[src/rtl/bsmv_pkg.sv]
`timescale 1ns/1ps
package bsmv_pkg;
   typedef enum logic [3:0] {
      ST_IDLE,
      ST_PLO,
      ST_PHI,
      ST_YLD,
      ST_BCHK,
      ST_CIDX,
      ST_XLD,
      ST_MAC,
      ST_WB,
      ST_DONE
   } bsmv_state_e;
endpackage

[src/rtl/bsmv_ctrl.sv]
`timescale 1ns/1ps
module bsmv_ctrl
   import bsmv_pkg::*;
#(
   parameter int R_BLK  = 2,
   parameter int C_BLK  = 2,
   parameter int PTR_AW = 4,
   parameter int BLK_AW = 6,
   parameter int VAL_AW = 8,
   parameter int XA_W   = 6,
   parameter int YA_W   = 6,
   parameter int NNZ_W  = 12,
   parameter int CYC_W  = 20,
   parameter int RIW    = 1,
   parameter int CIW    = 1
) (
   input  logic              clk,
   input  logic              rst_n,
   input  logic              start,
   input  logic [PTR_AW-1:0] nbrows,
   input  logic [NNZ_W-1:0]  nnz,
   input  logic [BLK_AW-1:0] ptr_rdata,
   input  logic [XA_W-1:0]   cidx_rdata,
   output logic [PTR_AW-1:0] ptr_addr,
   output logic [BLK_AW-1:0] cidx_addr,
   output logic [VAL_AW-1:0] val_addr,
   output logic [XA_W-1:0]   src_addr,
   output logic [YA_W-1:0]   dst_addr,
   output logic              dst_we,
   output logic              x_we,
   output logic [CIW-1:0]    x_widx,
   output logic [CIW-1:0]    x_ridx,
   output logic              acc_ld,
   output logic [RIW-1:0]    acc_lidx,
   output logic              mac_en,
   output logic [RIW-1:0]    mac_row,
   output logic [RIW-1:0]    acc_ridx,
   output logic              busy,
   output logic              done,
   output logic [NNZ_W:0]    op_count,
   output logic [CYC_W-1:0]  cycle_count
);
   localparam int RC = R_BLK * C_BLK;
   localparam int CW = $clog2(RC + 2);
   localparam logic [CW-1:0]  R_C    = CW'(R_BLK);
   localparam logic [CW-1:0]  C_C    = CW'(C_BLK);
   localparam logic [CW-1:0]  RC_C   = CW'(RC);
   localparam logic [CW-1:0]  R_LAST = CW'(R_BLK - 1);
   localparam logic [CIW-1:0] C_LAST = CIW'(C_BLK - 1);

   bsmv_state_e       st;
   logic [PTR_AW-1:0] brow, nbr_q;
   logic [BLK_AW-1:0] blk, blk_end;
   logic [XA_W-1:0]   col;
   logic [YA_W-1:0]   ybase;
   logic [CW-1:0]     cnt, cnt_m1;
   logic [RIW-1:0]    cap_r;
   logic [CIW-1:0]    cap_c;
   logic [NNZ_W:0]    ops_q;
   logic [CYC_W-1:0]  cyc_q;

   // address and strobe decode from the walk state
   assign cnt_m1      = cnt - CW'(1);
   assign ptr_addr    = (st == ST_PHI) ? brow + PTR_AW'(1) : brow;
   assign cidx_addr   = blk;
   assign val_addr    = VAL_AW'(blk) * VAL_AW'(RC) + VAL_AW'(cnt);
   assign src_addr    = col + XA_W'(cnt);
   assign dst_addr    = ybase + YA_W'(cnt);
   assign dst_we      = (st == ST_WB);
   assign x_we        = (st == ST_XLD) && (cnt != '0);
   assign x_widx      = CIW'(cnt_m1);
   assign x_ridx      = cap_c;
   assign acc_ld      = (st == ST_YLD) && (cnt != '0);
   assign acc_lidx    = RIW'(cnt_m1);
   assign mac_en      = (st == ST_MAC) && (cnt != '0);
   assign mac_row     = cap_r;
   assign acc_ridx    = RIW'(cnt);
   assign busy        = (st != ST_IDLE);
   assign done        = (st == ST_DONE);
   assign op_count    = ops_q;
   assign cycle_count = cyc_q;

   always_ff @(posedge clk or negedge rst_n) begin
      if (!rst_n) begin
         st      <= ST_IDLE;
         brow    <= '0;
         nbr_q   <= '0;
         blk     <= '0;
         blk_end <= '0;
         col     <= '0;
         ybase   <= '0;
         cnt     <= '0;
         cap_r   <= '0;
         cap_c   <= '0;
         ops_q   <= '0;
         cyc_q   <= '0;
      end else begin
         if (st != ST_IDLE) cyc_q <= cyc_q + CYC_W'(1);
         case (st)
            ST_IDLE: begin
               if (start) begin
                  nbr_q <= nbrows;
                  brow  <= '0;
                  ybase <= '0;
                  cnt   <= '0;
                  ops_q <= {nnz, 1'b0};
                  cyc_q <= '0;
                  st    <= (nbrows == '0) ? ST_DONE : ST_PLO;
               end
            end
            ST_PLO: st <= ST_PHI;
            ST_PHI: begin
               blk <= ptr_rdata;
               cnt <= '0;
               st  <= ST_YLD;
            end
            ST_YLD: begin
               if (cnt == '0) blk_end <= ptr_rdata;
               if (cnt == R_C) begin
                  cnt <= '0;
                  st  <= ST_BCHK;
               end else begin
                  cnt <= cnt + CW'(1);
               end
            end
            ST_BCHK: begin
               cnt <= '0;
               st  <= (blk == blk_end) ? ST_WB : ST_CIDX;
            end
            ST_CIDX: begin
               col <= cidx_rdata;
               cnt <= '0;
               st  <= ST_XLD;
            end
            ST_XLD: begin
               if (cnt == C_C) begin
                  cnt   <= '0;
                  cap_r <= '0;
                  cap_c <= '0;
                  st    <= ST_MAC;
               end else begin
                  cnt <= cnt + CW'(1);
               end
            end
            ST_MAC: begin
               if (cnt != '0) begin
                  if (cap_c == C_LAST) begin
                     cap_c <= '0;
                     cap_r <= cap_r + RIW'(1);
                  end else begin
                     cap_c <= cap_c + CIW'(1);
                  end
               end
               if (cnt == RC_C) begin
                  cnt <= '0;
                  blk <= blk + BLK_AW'(1);
                  st  <= ST_BCHK;
               end else begin
                  cnt <= cnt + CW'(1);
               end
            end
            ST_WB: begin
               if (cnt == R_LAST) begin
                  cnt <= '0;
                  if (brow == nbr_q - PTR_AW'(1)) begin
                     st <= ST_DONE;
                  end else begin
                     brow  <= brow + PTR_AW'(1);
                     ybase <= ybase + YA_W'(R_BLK);
                     st    <= ST_PLO;
                  end
               end else begin
                  cnt <= cnt + CW'(1);
               end
            end
            ST_DONE: st <= ST_IDLE;
            default: st <= ST_IDLE;
         endcase
      end
   end
endmodule

[src/rtl/bsmv_srcbuf.sv]
`timescale 1ns/1ps
module bsmv_srcbuf #(
   parameter int C_BLK = 2,
   parameter int VAL_W = 16,
   parameter int CIW   = 1
) (
   input  logic             clk,
   input  logic             rst_n,
   input  logic             wr_en,
   input  logic [CIW-1:0]   wr_idx,
   input  logic [VAL_W-1:0] wr_data,
   input  logic [CIW-1:0]   rd_idx,
   output logic [VAL_W-1:0] rd_data
);
   if (C_BLK == 1) begin : g_single
      logic [VAL_W-1:0] xr;
      always_ff @(posedge clk or negedge rst_n) begin
         if (!rst_n)     xr <= '0;
         else if (wr_en) xr <= wr_data;
      end
      assign rd_data = xr;
   end else begin : g_multi
      logic [VAL_W-1:0] xv [C_BLK];
      for (genvar g = 0; g < C_BLK; g++) begin : g_el
         logic [VAL_W-1:0] xr;
         always_ff @(posedge clk or negedge rst_n) begin
            if (!rst_n)                                xr <= '0;
            else if (wr_en && (wr_idx == CIW'(g)))     xr <= wr_data;
         end
         assign xv[g] = xr;
      end
      assign rd_data = xv[rd_idx];
   end
endmodule

[src/rtl/bsmv_accbank.sv]
`timescale 1ns/1ps
module bsmv_accbank #(
   parameter int R_BLK = 2,
   parameter int VAL_W = 16,
   parameter int ACC_W = 32,
   parameter int RIW   = 1
) (
   input  logic                    clk,
   input  logic                    rst_n,
   input  logic                    ld_en,
   input  logic [RIW-1:0]          ld_idx,
   input  logic [ACC_W-1:0]        ld_data,
   input  logic                    mac_en,
   input  logic [RIW-1:0]          mac_row,
   input  logic signed [VAL_W-1:0] mul_a,
   input  logic signed [VAL_W-1:0] mul_b,
   input  logic [RIW-1:0]          rd_idx,
   output logic [ACC_W-1:0]        rd_data
);
   localparam int PW = 2 * VAL_W;

   logic signed [PW-1:0] prod;
   logic [ACC_W-1:0]     prod_x;
   logic [ACC_W-1:0]     accv [R_BLK];

   assign prod = mul_a * mul_b;

   if (ACC_W == PW) begin : g_ext_none
      assign prod_x = prod;
   end else begin : g_ext_sign
      assign prod_x = {{(ACC_W - PW){prod[PW-1]}}, prod};
   end

   for (genvar g = 0; g < R_BLK; g++) begin : g_row
      logic [ACC_W-1:0] ar;
      always_ff @(posedge clk or negedge rst_n) begin
         if (!rst_n)                                  ar <= '0;
         else if (ld_en && (ld_idx == RIW'(g)))       ar <= ld_data;
         else if (mac_en && (mac_row == RIW'(g)))     ar <= ar + prod_x;
      end
      assign accv[g] = ar;
   end

   assign rd_data = accv[rd_idx];
endmodule

[src/rtl/bsmv_engine.sv]
`timescale 1ns/1ps
module bsmv_engine #(
   parameter int R_BLK  = 2,
   parameter int C_BLK  = 2,
   parameter int VAL_W  = 16,
   parameter int ACC_W  = 32,
   parameter int PTR_AW = 4,
   parameter int BLK_AW = 6,
   parameter int VAL_AW = 8,
   parameter int XA_W   = 6,
   parameter int YA_W   = 6,
   parameter int NNZ_W  = 12,
   parameter int CYC_W  = 20
) (
   input  logic              clk,
   input  logic              rst_n,
   input  logic              start,
   input  logic [PTR_AW-1:0] nbrows,
   input  logic [NNZ_W-1:0]  nnz_in,
   output logic              busy,
   output logic              done,
   output logic [NNZ_W:0]    op_count,
   output logic [CYC_W-1:0]  cycle_count,
   output logic [PTR_AW-1:0] ptr_addr,
   input  logic [BLK_AW-1:0] ptr_rdata,
   output logic [BLK_AW-1:0] cidx_addr,
   input  logic [XA_W-1:0]   cidx_rdata,
   output logic [VAL_AW-1:0] val_addr,
   input  logic [VAL_W-1:0]  val_rdata,
   output logic [XA_W-1:0]   src_addr,
   input  logic [VAL_W-1:0]  src_rdata,
   output logic [YA_W-1:0]   dst_addr,
   input  logic [ACC_W-1:0]  dst_rdata,
   output logic              dst_we,
   output logic [ACC_W-1:0]  dst_wdata
);
   localparam int RIW = (R_BLK > 1) ? $clog2(R_BLK) : 1;
   localparam int CIW = (C_BLK > 1) ? $clog2(C_BLK) : 1;

   // elaboration-time parameter checks
   if (R_BLK < 1 || C_BLK < 1) begin : g_bad_blk
      $error("block dimensions must be at least 1");
   end
   if (ACC_W < 2 * VAL_W) begin : g_bad_acc
      $error("accumulator narrower than a full product");
   end
   if (VAL_AW < BLK_AW + $clog2(R_BLK * C_BLK)) begin : g_bad_val
      $error("value address too narrow for block count");
   end
   if (YA_W < PTR_AW + RIW) begin : g_bad_dst
      $error("destination address too narrow for block rows");
   end

   logic              x_we, acc_ld, mac_en;
   logic [CIW-1:0]    x_widx, x_ridx;
   logic [RIW-1:0]    acc_lidx, mac_row, acc_ridx;
   logic [VAL_W-1:0]  x_cur;

   bsmv_ctrl #(
      .R_BLK(R_BLK), .C_BLK(C_BLK), .PTR_AW(PTR_AW), .BLK_AW(BLK_AW),
      .VAL_AW(VAL_AW), .XA_W(XA_W), .YA_W(YA_W), .NNZ_W(NNZ_W),
      .CYC_W(CYC_W), .RIW(RIW), .CIW(CIW)
   ) u_ctrl (
      .clk(clk), .rst_n(rst_n), .start(start), .nbrows(nbrows), .nnz(nnz_in),
      .ptr_rdata(ptr_rdata), .cidx_rdata(cidx_rdata),
      .ptr_addr(ptr_addr), .cidx_addr(cidx_addr), .val_addr(val_addr),
      .src_addr(src_addr), .dst_addr(dst_addr), .dst_we(dst_we),
      .x_we(x_we), .x_widx(x_widx), .x_ridx(x_ridx),
      .acc_ld(acc_ld), .acc_lidx(acc_lidx), .mac_en(mac_en),
      .mac_row(mac_row), .acc_ridx(acc_ridx),
      .busy(busy), .done(done), .op_count(op_count), .cycle_count(cycle_count)
   );

   bsmv_srcbuf #(.C_BLK(C_BLK), .VAL_W(VAL_W), .CIW(CIW)) u_xbuf (
      .clk(clk), .rst_n(rst_n), .wr_en(x_we), .wr_idx(x_widx),
      .wr_data(src_rdata), .rd_idx(x_ridx), .rd_data(x_cur)
   );

   bsmv_accbank #(.R_BLK(R_BLK), .VAL_W(VAL_W), .ACC_W(ACC_W), .RIW(RIW)) u_acc (
      .clk(clk), .rst_n(rst_n), .ld_en(acc_ld), .ld_idx(acc_lidx),
      .ld_data(dst_rdata), .mac_en(mac_en), .mac_row(mac_row),
      .mul_a(val_rdata), .mul_b(x_cur), .rd_idx(acc_ridx), .rd_data(dst_wdata)
   );
endmodule

[config.mk]
export PLATFORM = sky130hd
export DESIGN_NAME = bsmv_engine
export DESIGN_NICKNAME = d
export VERILOG_FILES = /design/src/rtl/bsmv_pkg.sv /design/src/rtl/bsmv_ctrl.sv /design/src/rtl/bsmv_srcbuf.sv /design/src/rtl/bsmv_accbank.sv /design/src/rtl/bsmv_engine.sv
export SDC_FILE = /design/constraint.sdc
export NUM_CORES = 1
export LEC_CHECK = 0
export BUFFER_PORTS_ARGS = -buffer_cell sky130_fd_sc_hd__buf_2
export CAP_MARGIN = 20
export CORE_ASPECT_RATIO = 0.6
export CORE_MARGIN = 2
export CORE_UTILIZATION = 56
export DETAILED_ROUTE_END_ITERATION = 8
export PLACE_DENSITY_LB_ADDON = 0.15
export SLEW_MARGIN = 10
export SYNTH_ARGS = -nofsm -noshare
export SYNTH_HDL_FRONTEND = slang
export SYNTH_HIERARCHICAL = 1
export SYNTH_SLANG_ARGS = --single-unit
[constraint.sdc]
create_clock -name clk -period 7.9 [get_ports clk]
set_input_delay 1.975 -clock clk [delete_from_list [all_inputs] [get_ports clk]]
set_output_delay 1.975 -clock clk [all_outputs]
set_load 0.03 [all_outputs]
[Yosys cells after proc, flatten, opt, wreduce, memory -nomap -nowiden]
Index checks and enable logic that the tools add are counted.
Storage, ports and cells
  register bits after elaboration: 169
  output and inout port bits: 98
  logic and storage cells: 134
Operators by class
  add/sub/neg operators: 14
  multipliers: 1
  order comparisons: 2
  equality and inequality tests: 22
  multiplexer cells: 45
  bitwise operators: 4
  reduce and logical (&&, ||, !) cells: 30
Operator list (number)
  $mux W32: 7
  $add A32 B32 Y32: 2
  $mux W20: 3
  $mux W16: 3
  $mux W4: 12
  $pmux W4 S9: 1
  $mul A16 B16 Y32: 1
  $mux W6: 4
  $pmux W6 S2: 2
  $add A20 B1 Y20 const B: 1
  $eq A4 B3 Y1 const B: 4
  $pmux W3 S5: 1
  $add A6 B3 Y6: 2
  $mux W3: 4
  $ne A2 B2 Y1 const B: 5
  $reduce_bool A2 Y1: 5
  $logic_and A1 B1 Y1: 9
  $add A8 B3 Y8: 1
  $eq A4 B2 Y1 const B: 2
  $eq A4 B4 Y1 const B: 2
  $logic_not A4 Y1: 2
  $pmux W4 S2: 1
  $reduce_and A2 Y1: 4
  $reduce_and A4 Y1: 2
  27 further kinds: 38

[Logic depth before layout (Yosys ltp)]
  word-level depth: 8
  depth in mapped cells: 37

[By module]
The synthesis kept the hierarchy.
Modules (own cells, without submodules)
  bsmv_accbank: times used 1, cells each 1863, area an instance 16006.6 µm², seq. area each 1601.5 µm²
  bsmv_ctrl: times used 1, cells each 439, area an instance 4119.0 µm², seq. area each 1801.7 µm²
  bsmv_srcbuf: times used 1, cells each 87, area an instance 1442.6 µm², seq. area each 800.8 µm²

[Worst setup path before layout]
Ideal clock, no wire load.
  path kind: input-to-reg
  start point: in val_rdata[10]
  end point: reg u_acc.g_row[0].ar[30]
  library setup time: 141 ps
  arrival: 9312 ps
  data required time: 7759 ps
  slack: -1553 ps
  stages: 28
  buffers on the path: 1
  cell sequence: clkbuf_1 > nand2_1 > fa_1 > fa_1 > fa_1 > fa_1 > inv_1 > fa_1 > fa_1 > ha_1 > a21o_1 > a211oi_1 > a21oi_1 > a31oi_1 > o21bai_1 > a21o_1 > a21oi_1 > xnor2_1 > ha_1 > and4_1 > a221o_1 > a31oi_2 > a21oi_1 > o32a_1 > a221o_1 > a211oi_1 > a31o_1 > a31oi_1
Between the ends
  word-level cells in the longest chain between the ends: 4
Ends and longest elaborated chain
  start, declared: RTL line bsmv_engine.sv:29  | input logic [VAL_W-1:0] val_rdata,
  $mul A16 B16 Y32: RTL line bsmv_accbank.sv:26  | assign prod = mul_a * mul_b;
  $add A32 B32 Y32: RTL line bsmv_accbank.sv:39  | else if (mac_en && (mac_row == RIW'(g))) ar <= ar + prod_x;
  $mux W32: RTL line bsmv_accbank.sv:39
  $mux W32: RTL line bsmv_accbank.sv:38  | else if (ld_en && (ld_idx == RIW'(g))) ar <= ld_data;
  end signal, assigned: RTL line bsmv_accbank.sv:38
  end signal, assigned: RTL line bsmv_accbank.sv:39
  end, declared: RTL line bsmv_accbank.sv:35  | logic [ACC_W-1:0] ar;
No other way between the ends. The select of a mux whose other input is x is not followed.
A chain may end at the register's enable or synchronous reset.

[Final worst setup path]
  start point: in val_rdata[7]
  end point: reg u_acc.g_row[0].ar[28]
The elaborated chain is that of the path after synthesis.

==> key figures <==
STA
  – Hold_ws: 0.4782 ns
  – Final Skew: 0.01332 ns
  – Setup Viol. Count Final: 34
  – Final worst slack: -0.9656 ns
  – Final hold vios: 0
  – Final Slew Violations: 0
  – RSZ-0062 raised after global routing: true
  – Actual slew at the worst max-slew pin: 1.049 ns
  – Minimum clock period: 8.866 ns
  – Tcrit/Tclk final: 1.122
  – Worst slew margin: 0.3007
  – Max Freq: 112.8 MHz

Clock tree
  – CTS tree: yes
  – Hold-fix buffers, CTS: 0
  – Root Driver: clkbuf_16
  – Total clock sinks: 168
  – Clock Path Buffers: 2
  – CTS HTree Levels: 4
  – Clock Latency Late Sink: 0.45 ns
  – Worst-path clk slew: 0.07 ns
  – CTS Buf Count: 17

Drt
  – Wire per inst: 19.22 um
  – Vias: 19340
  – Residual DRC: 0
  – Initial DRC count: 1746
  – Via density: 5.641
  – Pre-antenna DRT Iters: 6
  – Remaining antenna violation count after routing: 0
  – Final wirelength: 65910 um

Global routing
  – GR Overflow Total: 0
  – Initial antenna violation count: 3
  – Largest net degree at the start of global routing: 107
  – Gr usage total: 0.3248
  – First-pass GRT wire length: 102900 um
  – Vias in the first global route: 19780

Setup path
  – WS Path Type: in -> reg
  – Crit-path slowest cell: fa_1
  – CP most frequent cell: fa_1
  – CP peak stage delay: 0.55 ns
  – Crit end category: flip-flop
  – Max FO, Critical Path: 5
  – Crit path from: val_rdata[7]
  – Data required, critical path: 8.29 ns
  – Worst R2R Start: u_ctrl/x_ridx
  – WP data arrival: 9.25 ns
  – CP Launch Type: input pin

Placed design
  – Placed insts: 3318
  – HPWL Detailed: 49690 um
  – Placer Congestion: 0.9411
  – Buffers added on ports: 191

Final layout
  – Nets: 3427
  – Fill cells: 2739
  – Commonest non-fill, non-tap cell in the layout: buf_4
  – Layout cells sized above 1: 0.3433
  – Most frequent cells in the layout: buf_4 (345), inv_1 (303), nand2_1 (282)
  – Area delta synth->final: 31.98%
  – Final Non-Filler Cells: 3429

Floorplan
  – Core Area: 37850 um2
  – Initial core utilization: 0.5699
  – Rows: 55
  – IO Count: 193
  – Die area: 40150 um2
  – Die height: 156.0 um
  – Die X-Extent: 257.4 um

Worst hold path
  – Hold Crit Class: reg -> reg
  – Hold Startpoint: u_ctrl/op_count[4]

Synth
  – Ys async rst share: 1.000
  – Seq/Total Area, Yosys: 0.1949
  – Post-synth top area share: 0.2469
  – Post-Synthesis Cells: 2389
  – Syn_area_per_cell: 9.028 um2
  – Synthesis Warnings: 6
  – Post-synth EDFFs: 0
  – Area leader, netlist: fa_1
  – Main synth FF type: dfrtp_1
  – Area contributors post-synth: fa_1 (25%), dfrtp_1 (19%), ha_1 (9.6%)
  – Synth Register Bits: 168
  – Library cells used by synthesis: 75
  – Syn Std Cell Area: 21570 um2

Run status
  – Status: complete, but fails checks
  – Violated checks: setup timing

Run
  – Max cap viols: 0
==> path summary, 6_finish.rpt <==
| kind | to | slack (ns) | cells after the start |
|---|---|---|---|
| min | u_ctrl/op_count[4] | 0.48 | 2 |
| max | u_acc/g_row[0].ar[28] | -0.97 | 31 |
| max in group asynchronous | u_acc/g_row[1].ar[5] | 4.79 | 2 |
| min reg2reg | u_ctrl/op_count[4] | 0.48 | 2 |
| min in group asynchronous | u_ctrl/op_count[11] | 1.65 | 1 |
| max reg2reg | u_acc/g_row[0].ar[28] | -0.47 | 32 |
==> state kept, by name, indices dropped and copies added (netlist names) <==
name                    count
u_acc/g_row.ar             64
u_xbuf/g_multi.g_el.xr     32
u_ctrl/cycle_count         20
u_ctrl/op_count            12
u_ctrl/blk_end              6
u_ctrl/cidx_addr            6
u_ctrl/col                  6
u_ctrl/ybase                5
u_ctrl/brow                 4
u_ctrl/nbr_q                4
u_ctrl/st                   4
u_ctrl/cnt                  3
u_ctrl/mac_row              1
u_ctrl/x_ridx               1
==> layer usage <==
layer,vias up,wire length (um),global-route usage
met5,-,0,0
met4,0,1584,0.08010
met3,120,5148,0.05994
met2,758,30350,0.5121
met1,9636,28820,0.4657
li1,8830,-,-
==> Yosys cell counts (3+ instances only) <==
cell type / number
xnor2_1: 79
inv_1: 330
or3_1: 3
or4_1: 3
dfrtp_1: 168
buf_4: 5
o2111ai_1: 3
o21a_1: 13
and2_1: 130
a211oi_1: 19
and3_1: 16
mux2i_1: 18
a21o_1: 33
o21bai_1: 20
buf_2: 5
o31ai_1: 13
fa_1: 266
nand2b_1: 25
mux2_4: 10
nor4_1: 6
nand3_1: 31
and4_1: 4
o211ai_1: 14
xor2_1: 39
ha_1: 166
o22ai_1: 3
nor3_1: 21
nor3b_1: 4
nand4_1: 18
nor2_1: 117
o21ai_0: 112
a21oi_1: 147
a31oi_1: 22
clkbuf_1: 71
nand2_1: 298
mux2_2: 83
nor2b_1: 12
a221o_1: 3
buf_1: 9
buf_6: 4
==> cell type report <==
class	instances	area, um2	share of cell area
multi-input cells	1797	17550	0.6166
repair buffers	585	4248	0.1492
flip-flops and latches	168	4205	0.1477
inverters	331	1242	0.04365
well taps	513	641.9	0.02255
clock buffers	20	456.7	0.01604
clock inverters	12	111.4	0.003912
diodes	3	7.507	0.0002637
==> critical path: cells and delay by family <==
kind | cells | cell delay (ns)
adders and majority gates | 8 | 3.51
buffers and inverters | 5 | 0.45
and+or+nand+nor | 4 | 0.54
AOI/OAI and AO/OA | 12 | 2.47
xor gates and xnor gates | 2 | 0.30
==> stage by stage <==
stage / utilization / worst slack [ns] / TNS, ns / cell area [um2]
floorplan: - / -1.057 / -10.87 / 21900
global placement: 0.6735 / -1.372 / -36.80 / 25490
detailed placement: 0.6735 / -1.488 / -41.68 / 25490
CTS: 0.7271 / -0.8200 / -13.35 / 27520
global route: 0.7521 / -1.172 / -24.66 / 28470
finish: 0.7521 / -0.9656 / -17.87 / 28470
==> cell families after synthesis <==
logic type | share of synthesized area
XOR/XNOR | 0.04896
buffers and inverters | 0.07652
flip-flops | 0.1949
other | 0.0001739
multiplexers | 0.05865
AND/OR/NAND/NOR | 0.1580
AO/OA/AOI/OAI | 0.1196
adder cells (fa/ha/maj) | 0.3432
==> timing repair <==
item                                    CTS  global route
resized for setup                       240           153
endpoints found under the setup margin   38            40
pin swaps                               173           138
buffers inserted                         60            40
Power is left out: the tool's default activity adds up to more than one toggle a clock period on the data nets, which glitch-free logic cannot reach.
